$ cat src/rtl/snand_seq_pkg.sv
// Shared types for the serial NAND command-queue sequencer.
// Assumes an operation word of 14 bits: code in 13:9, byte count in 8:0.
package snand_seq_pkg;
    localparam int OP_W   = 5;
    localparam int LEN_W  = 9;
    localparam int WORD_W = OP_W + LEN_W;

    localparam logic [OP_W-1:0] OP_CS_HIGH = 5'h00;
    localparam logic [OP_W-1:0] OP_CS_LOW  = 5'h01;
    localparam logic [OP_W-1:0] OP_TX_X1   = 5'h08;
    localparam logic [OP_W-1:0] OP_TX_X2   = 5'h09;
    localparam logic [OP_W-1:0] OP_TX_X4   = 5'h0A;
    localparam logic [OP_W-1:0] OP_RX_X1   = 5'h0C;
    localparam logic [OP_W-1:0] OP_RX_X2   = 5'h0E;
    localparam logic [OP_W-1:0] OP_RX_X4   = 5'h0F;

    typedef struct packed {
        logic [OP_W-1:0]  op;
        logic [LEN_W-1:0] len;
    } op_word_t;

    typedef enum logic [1:0] {LANE_X1, LANE_X2, LANE_X4} lane_e;

    typedef enum logic [1:0] {ST_IDLE, ST_FETCH, ST_LOW, ST_HIGH} eng_st_e;
endpackage

$ cat src/rtl/snand_fifo.sv
// Synchronous show-ahead FIFO. The head entry is always visible on rd_data.
// Assumes DEPTH is a power of two. A write while full or a read while empty is ignored.
module snand_fifo #(
    parameter int W     = 8,
    parameter int DEPTH = 16
) (
    input  logic         clk,
    input  logic         rst_n,
    input  logic         wr_en,
    input  logic [W-1:0] wr_data,
    input  logic         rd_en,
    output logic [W-1:0] rd_data,
    output logic         full,
    output logic         empty
);
    localparam int AW = $clog2(DEPTH);

    logic [W-1:0] mem [DEPTH];
    logic [AW:0]  wptr, rptr;
    logic         do_wr, do_rd;

    assign full    = (wptr[AW] != rptr[AW]) && (wptr[AW-1:0] == rptr[AW-1:0]);
    assign empty   = (wptr == rptr);
    assign do_wr   = wr_en && !full;
    assign do_rd   = rd_en && !empty;
    assign rd_data = mem[rptr[AW-1:0]];

    // Store an accepted entry at the write slot.
    always_ff @(posedge clk) begin
        if (do_wr) mem[wptr[AW-1:0]] <= wr_data;
    end

    // Advance the pointers for accepted writes and reads.
    always_ff @(posedge clk) begin
        if (!rst_n) begin
            wptr <= '0;
            rptr <= '0;
        end else begin
            if (do_wr) wptr <= wptr + 1'b1;
            if (do_rd) rptr <= rptr + 1'b1;
        end
    end
endmodule

$ cat src/rtl/snand_shift_engine.sv
// Takes operation words one at a time and carries them out: moves chip select,
// or shifts bytes out of or into the byte queues on 1, 2 or 4 lines in SPI mode 0.
// Assumes show-ahead queues. Stalls with SCK low when no byte or no room is available.
module snand_shift_engine
    import snand_seq_pkg::*;
(
    input  logic       clk,
    input  logic       rst_n,
    input  logic       op_valid,
    input  op_word_t   op_word,
    output logic       op_take,
    input  logic       tx_valid,
    input  logic [7:0] tx_byte,
    output logic       tx_take,
    input  logic       rx_room_n,
    output logic       rx_put,
    output logic [7:0] rx_byte,
    output logic       spi_cs_n,
    output logic       spi_sck,
    output logic [3:0] spi_dout,
    output logic [3:0] spi_doe,
    input  logic [3:0] spi_din
);
    eng_st_e          st;
    lane_e            lane;
    logic             is_rx;
    logic [LEN_W-1:0] left;
    logic [2:0]       grp;
    logic [7:0]       shreg;
    logic [7:0]       cap_next;
    logic [7:0]       shift_next;
    logic [2:0]       grp_last;
    logic [3:0]       lane_mask;
    logic [3:0]       lane_bits;
    logic             can_go;

    // Per-lane shift, capture, group count and enable mask.
    always_comb begin
        unique case (lane)
            LANE_X2: begin
                cap_next   = {shreg[5:0], spi_din[1:0]};
                shift_next = {shreg[5:0], 2'b00};
                grp_last   = 3'd3;
                lane_mask  = 4'b0011;
                lane_bits  = {2'b00, shreg[7:6]};
            end
            LANE_X4: begin
                cap_next   = {shreg[3:0], spi_din};
                shift_next = {shreg[3:0], 4'b0000};
                grp_last   = 3'd1;
                lane_mask  = 4'b1111;
                lane_bits  = shreg[7:4];
            end
            default: begin
                cap_next   = {shreg[6:0], spi_din[1]};
                shift_next = {shreg[6:0], 1'b0};
                grp_last   = 3'd7;
                lane_mask  = 4'b0001;
                lane_bits  = {3'b000, shreg[7]};
            end
        endcase
    end

    // Handshakes with the three queues and the pad drive.
    always_comb begin
        can_go   = is_rx ? !rx_room_n : tx_valid;
        op_take  = (st == ST_IDLE) && op_valid;
        tx_take  = (st == ST_FETCH) && !is_rx && tx_valid;
        rx_put   = (st == ST_HIGH) && is_rx && (grp == 3'd0);
        rx_byte  = shreg;
        spi_doe  = ((st != ST_IDLE) && !is_rx) ? lane_mask : 4'b0000;
        spi_dout = lane_bits & spi_doe;
    end

    // Operation decode and per-group state machine.
    always_ff @(posedge clk) begin
        if (!rst_n) begin
            st       <= ST_IDLE;
            lane     <= LANE_X1;
            is_rx    <= 1'b0;
            left     <= '0;
            grp      <= '0;
            shreg    <= '0;
            spi_cs_n <= 1'b1;
            spi_sck  <= 1'b0;
        end else begin
            unique case (st)
                ST_IDLE: if (op_valid) begin
                    case (op_word.op)
                        OP_CS_HIGH: spi_cs_n <= 1'b1;
                        OP_CS_LOW:  spi_cs_n <= 1'b0;
                        OP_TX_X1, OP_TX_X2, OP_TX_X4,
                        OP_RX_X1, OP_RX_X2, OP_RX_X4: begin
                            is_rx <= op_word.op[2];
                            lane  <= (op_word.op == OP_TX_X2 || op_word.op == OP_RX_X2) ? LANE_X2 :
                                     (op_word.op == OP_TX_X4 || op_word.op == OP_RX_X4) ? LANE_X4 :
                                     LANE_X1;
                            left  <= op_word.len;
                            if (op_word.len != '0) st <= ST_FETCH;
                        end
                        default: ;
                    endcase
                end
                ST_FETCH: if (can_go) begin
                    shreg <= is_rx ? 8'h00 : tx_byte;
                    grp   <= grp_last;
                    st    <= ST_LOW;
                end
                ST_LOW: begin
                    spi_sck <= 1'b1;
                    if (is_rx) shreg <= cap_next;
                    st <= ST_HIGH;
                end
                ST_HIGH: begin
                    spi_sck <= 1'b0;
                    if (!is_rx) shreg <= shift_next;
                    if (grp == 3'd0) begin
                        left <= left - 1'b1;
                        st   <= (left == 9'd1) ? ST_IDLE : ST_FETCH;
                    end else begin
                        grp <= grp - 1'b1;
                        st  <= ST_LOW;
                    end
                end
                default: st <= ST_IDLE;
            endcase
        end
    end
endmodule

$ cat src/rtl/snand_seq.sv
// Top of the serial NAND command-queue sequencer. Holds the staging register,
// the operation queue, the transmit and receive byte queues, and the shift engine.
// Assumes the host pulses cmd_go only after the wanted word is staged.
module snand_seq
    import snand_seq_pkg::*;
#(
    parameter int OPQ_DEPTH  = 4,
    parameter int DATA_DEPTH = 16
) (
    input  logic              clk,
    input  logic              rst_n,
    input  logic              cmd_wr,
    input  logic [WORD_W-1:0] cmd_wdata,
    input  logic              cmd_go,
    output logic              cmd_full,
    output logic              cmd_empty,
    input  logic              tx_wr,
    input  logic [7:0]        tx_wdata,
    output logic              tx_full,
    output logic              tx_empty,
    input  logic              rx_pop,
    output logic [7:0]        rx_rdata,
    output logic              rx_full,
    output logic              rx_empty,
    output logic              spi_cs_n,
    output logic              spi_sck,
    output logic [3:0]        spi_dout,
    output logic [3:0]        spi_doe,
    input  logic [3:0]        spi_din
);
    logic [WORD_W-1:0] stage_q;
    logic [WORD_W-1:0] opq_head;
    logic              eng_op_take;
    logic              eng_tx_take;
    logic              eng_rx_put;
    logic [7:0]        eng_rx_byte;
    logic [7:0]        txq_head;

    // Staging register: holds the word until the push strobe.
    always_ff @(posedge clk) begin
        if (!rst_n)      stage_q <= '0;
        else if (cmd_wr) stage_q <= cmd_wdata;
    end

    snand_fifo #(.W(WORD_W), .DEPTH(OPQ_DEPTH)) u_opq (
        .clk(clk), .rst_n(rst_n),
        .wr_en(cmd_go), .wr_data(stage_q),
        .rd_en(eng_op_take), .rd_data(opq_head),
        .full(cmd_full), .empty(cmd_empty)
    );

    snand_fifo #(.W(8), .DEPTH(DATA_DEPTH)) u_txq (
        .clk(clk), .rst_n(rst_n),
        .wr_en(tx_wr), .wr_data(tx_wdata),
        .rd_en(eng_tx_take), .rd_data(txq_head),
        .full(tx_full), .empty(tx_empty)
    );

    snand_fifo #(.W(8), .DEPTH(DATA_DEPTH)) u_rxq (
        .clk(clk), .rst_n(rst_n),
        .wr_en(eng_rx_put), .wr_data(eng_rx_byte),
        .rd_en(rx_pop), .rd_data(rx_rdata),
        .full(rx_full), .empty(rx_empty)
    );

    snand_shift_engine u_eng (
        .clk(clk), .rst_n(rst_n),
        .op_valid(!cmd_empty), .op_word(op_word_t'(opq_head)), .op_take(eng_op_take),
        .tx_valid(!tx_empty), .tx_byte(txq_head), .tx_take(eng_tx_take),
        .rx_room_n(rx_full), .rx_put(eng_rx_put), .rx_byte(eng_rx_byte),
        .spi_cs_n(spi_cs_n), .spi_sck(spi_sck),
        .spi_dout(spi_dout), .spi_doe(spi_doe), .spi_din(spi_din)
    );
endmodule

$ cat config.mk
export PLATFORM = sky130hd
export DESIGN_NAME = snand_seq
export DESIGN_NICKNAME = d
export VERILOG_FILES = /design/src/rtl/snand_seq_pkg.sv /design/src/rtl/snand_fifo.sv /design/src/rtl/snand_shift_engine.sv /design/src/rtl/snand_seq.sv
export SDC_FILE = /design/constraint.sdc
export NUM_CORES = 1
export LEC_CHECK = 0
export ABC_AREA = 1
export BUFFER_PORTS_ARGS = -buffer_cell sky130_fd_sc_hd__buf_4
export CORE_AREA = 8 8 226 228
export DETAILED_ROUTE_END_ITERATION = 12
export DIE_AREA = 0 0 234 236
export HOLD_SLACK_MARGIN = 0.03
export PLACE_DENSITY_LB_ADDON = 0.3
export SYNTH_ARGS = -nofsm -noshare
export SYNTH_HDL_FRONTEND = slang
export SYNTH_SLANG_ARGS = --single-unit
$ cat constraint.sdc
create_clock -name clk -period 2.5 [get_ports clk]
set_input_delay 0.125 -clock clk [delete_from_list [all_inputs] [get_ports clk]]
set_output_delay 0.125 -clock clk [all_outputs]
set_load 0.02 [all_outputs]
==> insert_results.sql, run 1 <==
INSERT INTO impl_metrics (metric_group, metric, value, unit) VALUES
('placement', 'hpwlAfterDp', '25100', 'microns'),
('placement', 'port-buffer-count', '55', ''),
('detailed_routing', 'wirelength', '38200', 'microns'),
('yosys', 'synth.cell_area', '0.0164', 'sq mm'),
('sta', 'maxSlewViolCount', '0', ''),
('yosys', 'yosys_warnings', '0', ''),
('yosys', 'synth-main-ff-cell', 'edfxtp_1', ''),
('setup_path', 'path_cells', 'inv_1 > buf_4 > o21ai_0 > o211ai_1 > nand2_1 > buf_4', ''),
('pwr', 'power.share.switching', '29.9', '%'),
('yosys', 'yosys-top-cells-area', 'edfxtp_1 (57%), dfxtp_1 (9.4%), nor2_1 (5.1%)', ''),
('clock_network', 'ctsRootBufferMaster', 'clkbuf_16', ''),
('sta', 'whs', '117', 'ps'),
('grt', 'grt_pass1_wl', '60500', 'microns'),
('grt', 'grt_overflow', '0', ''),
('sta', 'worstMarginPinSlew', '588', 'ps'),
('yosys', 'syn-num-nets', '1545', ''),
('yosys', 'yosys.area.top_type', 'edfxtp_1', ''),
('pwr', 'maximum_vdd_ir_drop', '608', 'uV'),
('yosys', 'synth_edf_count', '312', ''),
('layout', 'post_route_cells_drive_above_1_share', '12.5', '%'),
('pwr', 'pleak', '0.00730', 'uW'),
('detailed_routing', 'routedWlPerCell', '16.8', 'microns'),
('setup_path', 'worst_path_most_repeated_cell', 'buf_4', ''),
('sta', 'layout_setup_ws', '175', 'ps'),
('pwr', 'internal-power', '12500', 'uW'),
('yosys', 'synth.mux.area_fraction', '1.95', '%'),
('setup_path', 'slowest_delay', '350', 'ps'),
('setup_path', 'worst-path-max-fanout', '24', ''),
('floorplan', 'initial_core_util', '34.7', '%'),
('setup_path', 'setup.worst_path.start_class', 'flop', ''),
('pwr', 'power.sequential.fraction', '43.5', '%'),
('pwr', 'clock_power_share', '35.2', '%'),
('grt', 'first_global_vias', '11100', ''),
('setup_path', 'worstSetupPathType', 'flop to primary output', ''),
('layout', 'antenna_cells', '0', ''),
('setup_path', 'worstPathArrival', '2200', 'ps'),
('flow_run', 'maxCapViolations', '0', ''),
('sta', 'final.setup_skew', '16.2', 'ps'),
('yosys', 'synth-adder-area-share', '1.60', '%'),
('min_path', 'kind_of_path_behind_the_tightest_hold_check', 'primary input to flop', ''),
('yosys', 'simple_gate_area_share_of_the_yosys_netlist', '13.2', '%'),
('yosys', 'ys_ff_latch', '389', ''),
('sta', 'tns', '0', 'ps'),
('floorplan', 'die_w', '234', 'microns'),
('clock_network', 'clock_path_buffers', '3', ''),
('layout', 'layout.nets', '1678', ''),
('detailed_routing', 'first_pass_iters', '5', ''),
('yosys', 'ys_seq_area_share', '66.5', '%'),
('placement', 'dp_worst_setup_slack', '441', 'ps'),
('yosys', 'synth_largest_type_area_fraction', '57.1', '%'),
('floorplan', 'area_of_the_die', '0.0552', 'sq mm'),
('clock_network', 'clkSinkCount', '389', ''),
('setup_path', 'critPathRequiredTime', '2380', 'ps'),
('yosys', 'netlist-cell-type-count', '38', ''),
('floorplan', 'y_dimension_of_the_die', '236', 'microns'),
('run_status', 'outcome', 'finished clean', ''),
('setup_path', 'critical-path-top-delay-family', 'buffers and inverters', ''),
('yosys', 'synth_compound_gate_area_share', '11.3', '%'),
('clock_network', 'insertion_delay', '550', 'ps'),
('sta', 'timing.final.hold_violations', '0', ''),
('setup_path', 'timing.critical_path.to_type', 'primary output', ''),
('detailed_routing', 'drtIter0Drc', '729', ''),
('yosys', 'postSynth.asyncResetShare', '0', '%'),
('floorplan', 'floorplan.rows', '80', ''),
('grt', 'antenna_violations_before_repair', '0', ''),
('floorplan', 'io_pins', '56', ''),
('yosys', 'post_synth_most_frequent_cells', 'edfxtp_1 (312), nor2_1 (221), nand2_1 (201)', ''),
('sta', 'rsz_0062_raised_after_global_routing', 'no', ''),
('clock_network', 'cts_buffers', '42', ''),
('yosys', 'synth_top_family_by_area', 'simple AND/OR/NAND/NOR gates', ''),
('layout', 'stdcell_count', '2273', '');
[sequential cells by signal (all words and copies together), names as in the netlist, named ones only]
signal	cells
u_txq.rptr	5
u_opq.rptr	3
u_rxq.mem	128
u_eng.lane	2
u_opq.wptr	3
u_rxq.wptr	5
u_eng.grp	3
u_txq.wptr	5
u_eng.spi_sck	1
u_eng.spi_cs_n	1
u_rxq.rptr	5
stage_q	14
u_eng.is_rx	1
u_eng.left	9
u_eng.st	2
u_txq.mem	128
u_eng.rx_byte	8
u_opq.mem	56
[tightest hold or removal path, stage by stage]
cell and delay, ps:
buf_4 100, o21ai_0 80, nand2_1 60, o211ai_1 90, nand2_1 70, nor2_1 30
nor2_1 60
[final cells by class]
| type | count | area, sq um |
|---|---|---|
| clock inverter | 26 | 287 |
| inverter | 118 | 445 |
| sequential | 389 | 10900 |
| tap | 615 | 769 |
| fill | 4486 | 27700 |
| timing repair buffer | 160 | 1350 |
| clock buffer | 51 | 1120 |
| multi-input combinational | 914 | 4750 |
[power by group through the flow]
stage	clock network, uW	logic [uW]	registers (uW)
floorplan	0	2440	7930
global placement	0	3700	7920
detailed placement	0	3740	7920
CTS	6430	3830	7780
global route	6690	4290	7820
finish	6300	3800	7780
[logic make-up after synthesis]
family,count (synthesis)
AOI/OAI and AO/OA,323
xor gates and xnor gates,15
adders and majority gates,21
buffers and inverters,189
DFF,389
muxes,32
and+or+nand+nor,523
[path summary, 6_finish.rpt]
check	from	end	slack [ps]	cells after the start
max	flop	rx_rdata[1]	170	6
min reg2reg	u_eng.grp[1]$_SDFFE_PN0P_	u_eng.grp[1]$_SDFFE_PN0P_	470	2
max reg2reg	u_rxq.wptr[2]$_SDFFE_PN0P_	u_rxq.mem[5][6]$_DFFE_PP_	410	11
min	spi_din[0]	u_eng.rx_byte[0]$_SDFFE_PN0P_	120	7
[layer usage]
metal | share of wire (%) | vias up | global-route usage (%)
met4 | 3.0 | 0 | 4.60
li1 | - | 5500 | -
met5 | 0 | - | 0
met3 | 3.6 | 76 | 2.26
met1 | 45 | 5337 | 17.5
met2 | 48 | 181 | 23.1
[repair_timing]
item / in CTS / in global routing
hold buffers: 41 / 0
hold endpoints to repair: 160 / 0
endpoints found under the setup margin: 1 / 3
resized for setup: 0 / 3
buffers inserted: 1 / 0
[layout by cell type (no fill, tap or decap), types with 12 or more instances in the layout]
cell type | synthesis | final
nor2_1 | 221 | 219
clkbuf_16 | 0 | 43
xor2_1 | 12 | 12
edfxtp_1 | 312 | 312
nand3_1 | 69 | 69
nand2_1 | 201 | 201
a21oi_1 | 72 | 72
buf_4 | 2 | 115
inv_1 | 111 | 111
mux2i_1 | 32 | 32
o211ai_1 | 51 | 51
o21ai_0 | 165 | 165
dlygate4sd3_1 | 0 | 41
dfxtp_1 | 77 | 75
ha_1 | 21 | 21
o221ai_1 | 20 | 20
[stage by stage]
| stage | util, % | total power (uW) | instance area (sq um) |
|---|---|---|---|
| final | 41.5 | 17900 | 19600 |
| after global routing | 41.5 | 18800 | 19600 |
| after CTS | 41.4 | 18000 | 19600 |
| after detailed placement | 37.6 | 11700 | 17800 |
| after global placement | 37.6 | 11600 | 17800 |
| after floorplan | - | 10400 | 16400 |
No activity file was read; power rests on OpenSTA's default activity.
==> run 2: changes to the inputs <==
--- a/config.mk
+++ b/config.mk
@@ -11,7 +11,7 @@
 export DETAILED_ROUTE_END_ITERATION = 12
 export DIE_AREA = 0 0 234 236
 export HOLD_SLACK_MARGIN = 0.03
-export PLACE_DENSITY_LB_ADDON = 0.3
+export PLACE_DENSITY = 0.61
 export SYNTH_ARGS = -nofsm -noshare
 export SYNTH_HDL_FRONTEND = slang
 export SYNTH_SLANG_ARGS = --single-unit
==> insert_results.sql, run 2 (synthesis gave the netlist of run 1 again) <==
INSERT INTO impl_metrics (metric_group, metric, value, unit) VALUES
('clock_network', 'tritoncts', 'done', ''),
('placement', 'placed_cells', '2154', ''),
('detailed_routing', 'routedWlPerCell', '17.0', 'microns'),
('sta', 'maxSlewHeadroom', '55.3', '%'),
('placement', 'globalplace.congestion', '0.831', ''),
('floorplan', 'die_w', '234', 'microns'),
('detailed_routing', 'detailroute.via_count', '11200', ''),
('setup_path', 'crit_end', 'rx_rdata[1]', ''),
('layout', 'area.sequential', '0.0109', 'sq mm'),
('layout', 'final_common_cell', 'edfxtp_1', ''),
('pwr', 'total_power', '17700', 'uW'),
('sta', 'rsz_0062_raised_after_global_routing', 'no', ''),
('floorplan', 'area_of_the_die', '0.0552', 'sq mm'),
('clock_network', 'ctsRootBufferMaster', 'clkbuf_16', ''),
('setup_path', 'critical_path.slowest_cell', 'dfxtp_4', ''),
('sta', 'min_period_over_period', '93.4', '%'),
('floorplan', 'initial_core_util', '34.7', '%'),
('layout', 'stdcell_count', '2270', ''),
('layout', 'antenna_cells', '0', ''),
('setup_path', 'setup.worst_path.start_class', 'flop', ''),
('detailed_routing', 'route.detailed.vias_per_inst', '4.94', ''),
('layout', 'areaGrowthSynthToFinish', '19.1', '%'),
('grt', 'largest_net_degree_at_the_start_of_global_routing', '55', ''),
('layout', 'fillers', '4483', ''),
('min_path', 'hold_path.startpoint', 'spi_din[0]', ''),
('pwr', 'pleak', '0.00725', 'uW'),
('placement', 'port-buffer-count', '55', ''),
('setup_path', 'worstSetupPathType', 'flop to primary output', ''),
('detailed_routing', 'drcViolationCount', '0', ''),
('detailed_routing', 'drtIter0Drc', '759', ''),
('layout', 'post-route-util', '41.3', '%'),
('grt', 'antenna_violations_before_repair', '0', ''),
('sta', 'tns', '0', 'ps'),
('layout', 'post_route_cells_drive_above_1_share', '12.2', '%'),
('sta', 'maxClockFrequency', '428', 'MHz'),
('floorplan', 'y_dimension_of_the_die', '236', 'microns'),
('clock_network', 'path_clk_slew', '60', 'ps'),
('detailed_routing', 'wirelength', '38600', 'microns'),
('layout', 'layout_common_cells', 'edfxtp_1 (312), nor2_1 (221), nand2_1 (201), o21ai_0 (165), buf_4 (114)', ''),
('setup_path', 'critical-path-top-delay-family', 'flip-flops', ''),
('setup_path', 'worstPathArrival', '2210', 'ps'),
('setup_path', 'r2r-end', 'u_rxq.mem[14][4]$_DFFE_PP_', ''),
('setup_path', 'r2r_slack', '300', 'ps'),
('grt', 'first_global_vias', '11100', ''),
('clock_network', 'clock_path_buffers', '3', ''),
('grt', 'grt_overflow', '0', ''),
('grt', 'grt_pass1_wl', '60800', 'microns'),
('sta', 'setup_failing_eps_final', '0', ''),
('setup_path', 'worst-path-max-fanout', '25', ''),
('layout', 'final_cell_area', '0.0195', 'sq mm'),
('placement', 'hpwlAfterDp', '24900', 'microns'),
('sta', 'timing.final.hold_violations', '0', ''),
('clock_network', 'h-tree-depth', '2', ''),
('sta', 'final.setup_skew', '25.5', 'ps'),
('setup_path', 'timing.critical_path.to_type', 'primary output', ''),
('pwr', 'pwr_density_cell', '903', 'mW/mm^2'),
('min_path', 'kind_of_path_behind_the_tightest_hold_check', 'primary input to flop', ''),
('pwr', 'maximum_vdd_ir_drop', '576', 'uV'),
('run_status', 'outcome', 'finished clean', ''),
('clock_network', 'cts_buffers', '42', ''),
('setup_path', 'worstReg2RegStart', 'u_rxq.wptr[2]$_SDFFE_PN0P_', ''),
('floorplan', 'floorplan.rows', '80', ''),
('setup_path', 'slowest_delay', '550', 'ps'),
('detailed_routing', 'number_of_antenna_violating_nets_in_the_routed_design', '0', ''),
('setup_path', 'timing.critical_path.depth', '6', ''),
('sta', 'worstMarginPinSlew', '669', 'ps'),
('clock_network', 'insertion_delay', '550', 'ps'),
('sta', 'period_minus_slack', '2330', 'ps'),
('detailed_routing', 'first_pass_iters', '5', ''),
('setup_path', 'worst_r2r_path_depth', '10', ''),
('placement', 'placed_cell_area', '0.0178', 'sq mm'),
('layout', 'area_used_by_multi_input_combinational_logic', '0.00474', 'sq mm'),
('layout', 'layout.nets', '1678', ''),
('clock_network', 'clkSinkCount', '389', ''),
('floorplan', 'io_pins', '56', ''),
('flow_run', 'maxCapViolations', '0', ''),
('grt', 'global_route_usage_sum', '13.8', '%'),
('setup_path', 'critPathRequiredTime', '2380', 'ps'),
('sta', 'maxSlewViolCount', '0', ''),
('setup_path', 'path_cells', 'buf_12 > mux2i_1 > o21ai_0 > o211ai_1 > nand2_1 > buf_4', ''),
('floorplan', 'core_region_area', '0.0473', 'sq mm'),
('setup_path', 'critical_path_buf_inv_count', '2', '');
[run 2: cell count changes in the layout (fill, tap and decap cells not counted), sizes merged]
cell         delta
bufinv          -2
clkinv          -3
clkinvlp        +1
inv             -1
dlygate4sd3     -1
clkbuf          +3
[run 2: layer usage]
metal / routed length, microns / vias up / GRT usage, % / share of wire, %
li1: - / 5507 / - / -
met5: 0 / - / 0 / 0
met1: 16800 / 5412 / 17.4 / 44
met4: 1060 / 0 / 4.52 / 2.7
met3: 1640 / 72 / 2.63 / 4.3
met2: 19100 / 224 / 23.6 / 49
[run 2: worst min-delay path by stage]
stage                                         end  slack (ps)  cells after the start
floorplan               u_txq.mem[0][0]$_DFFE_PP_         220                      0
global placement         stage_q[10]$_SDFFE_PN0P_         350                      3
detailed placement       stage_q[10]$_SDFFE_PN0P_         350                      3
CTS                 u_eng.rx_byte[0]$_SDFFE_PN0P_          80                      7
global route        u_eng.rx_byte[2]$_SDFFE_PN0P_         140                      7
finish              u_eng.rx_byte[0]$_SDFFE_PN0P_         110                      7
[run 2: final cells by class]
type | instances | share of cell area (%)
flip-flops and latches | 389 | 55.8
inverters | 118 | 2.30
multi-input cells | 914 | 24.3
repair inverters | 1 | 0.0384
well taps | 615 | 3.94
clock inverters | 20 | 1.09
repair buffers | 159 | 6.82
clock buffers | 54 | 5.71
[run 2: worst reg2reg max path: stages, from the launching register on]
cell and delay, ps:
dfxtp_1 450, xor2_1 170, nor2_1 80, nand2_1 50, or2_1 130, nand2_2 80
inv_1 100, nand2_4 80, inv_2 90, nand2_1 100, nor2_1 490
[run 2: per-stage QoR]
| step | hold WS, ps | setup slack, ps |
|---|---|---|
| after floorplan | 224 | 548 |
| after global placement | 347 | 386 |
| after detailed placement | 353 | 330 |
| after CTS | 79.2 | 14.9 |
| after global routing | 138 | 27.8 |
| final | 108 | 166 |
[run 2: repair_timing]
action                     CTS  global route
setup endpoints to repair    8             5
hold buffers                40             0
resized for setup            1             5
cloned                       0             1
setup buffers                1             0
pin swaps                    0             1
hold endpoints to repair   153             0
[run 2: where the power goes]
group	switching (uW)	internal, uW
clock network	2490	3570
registers	255	7520
logic	2590	1230
total	5340	12300
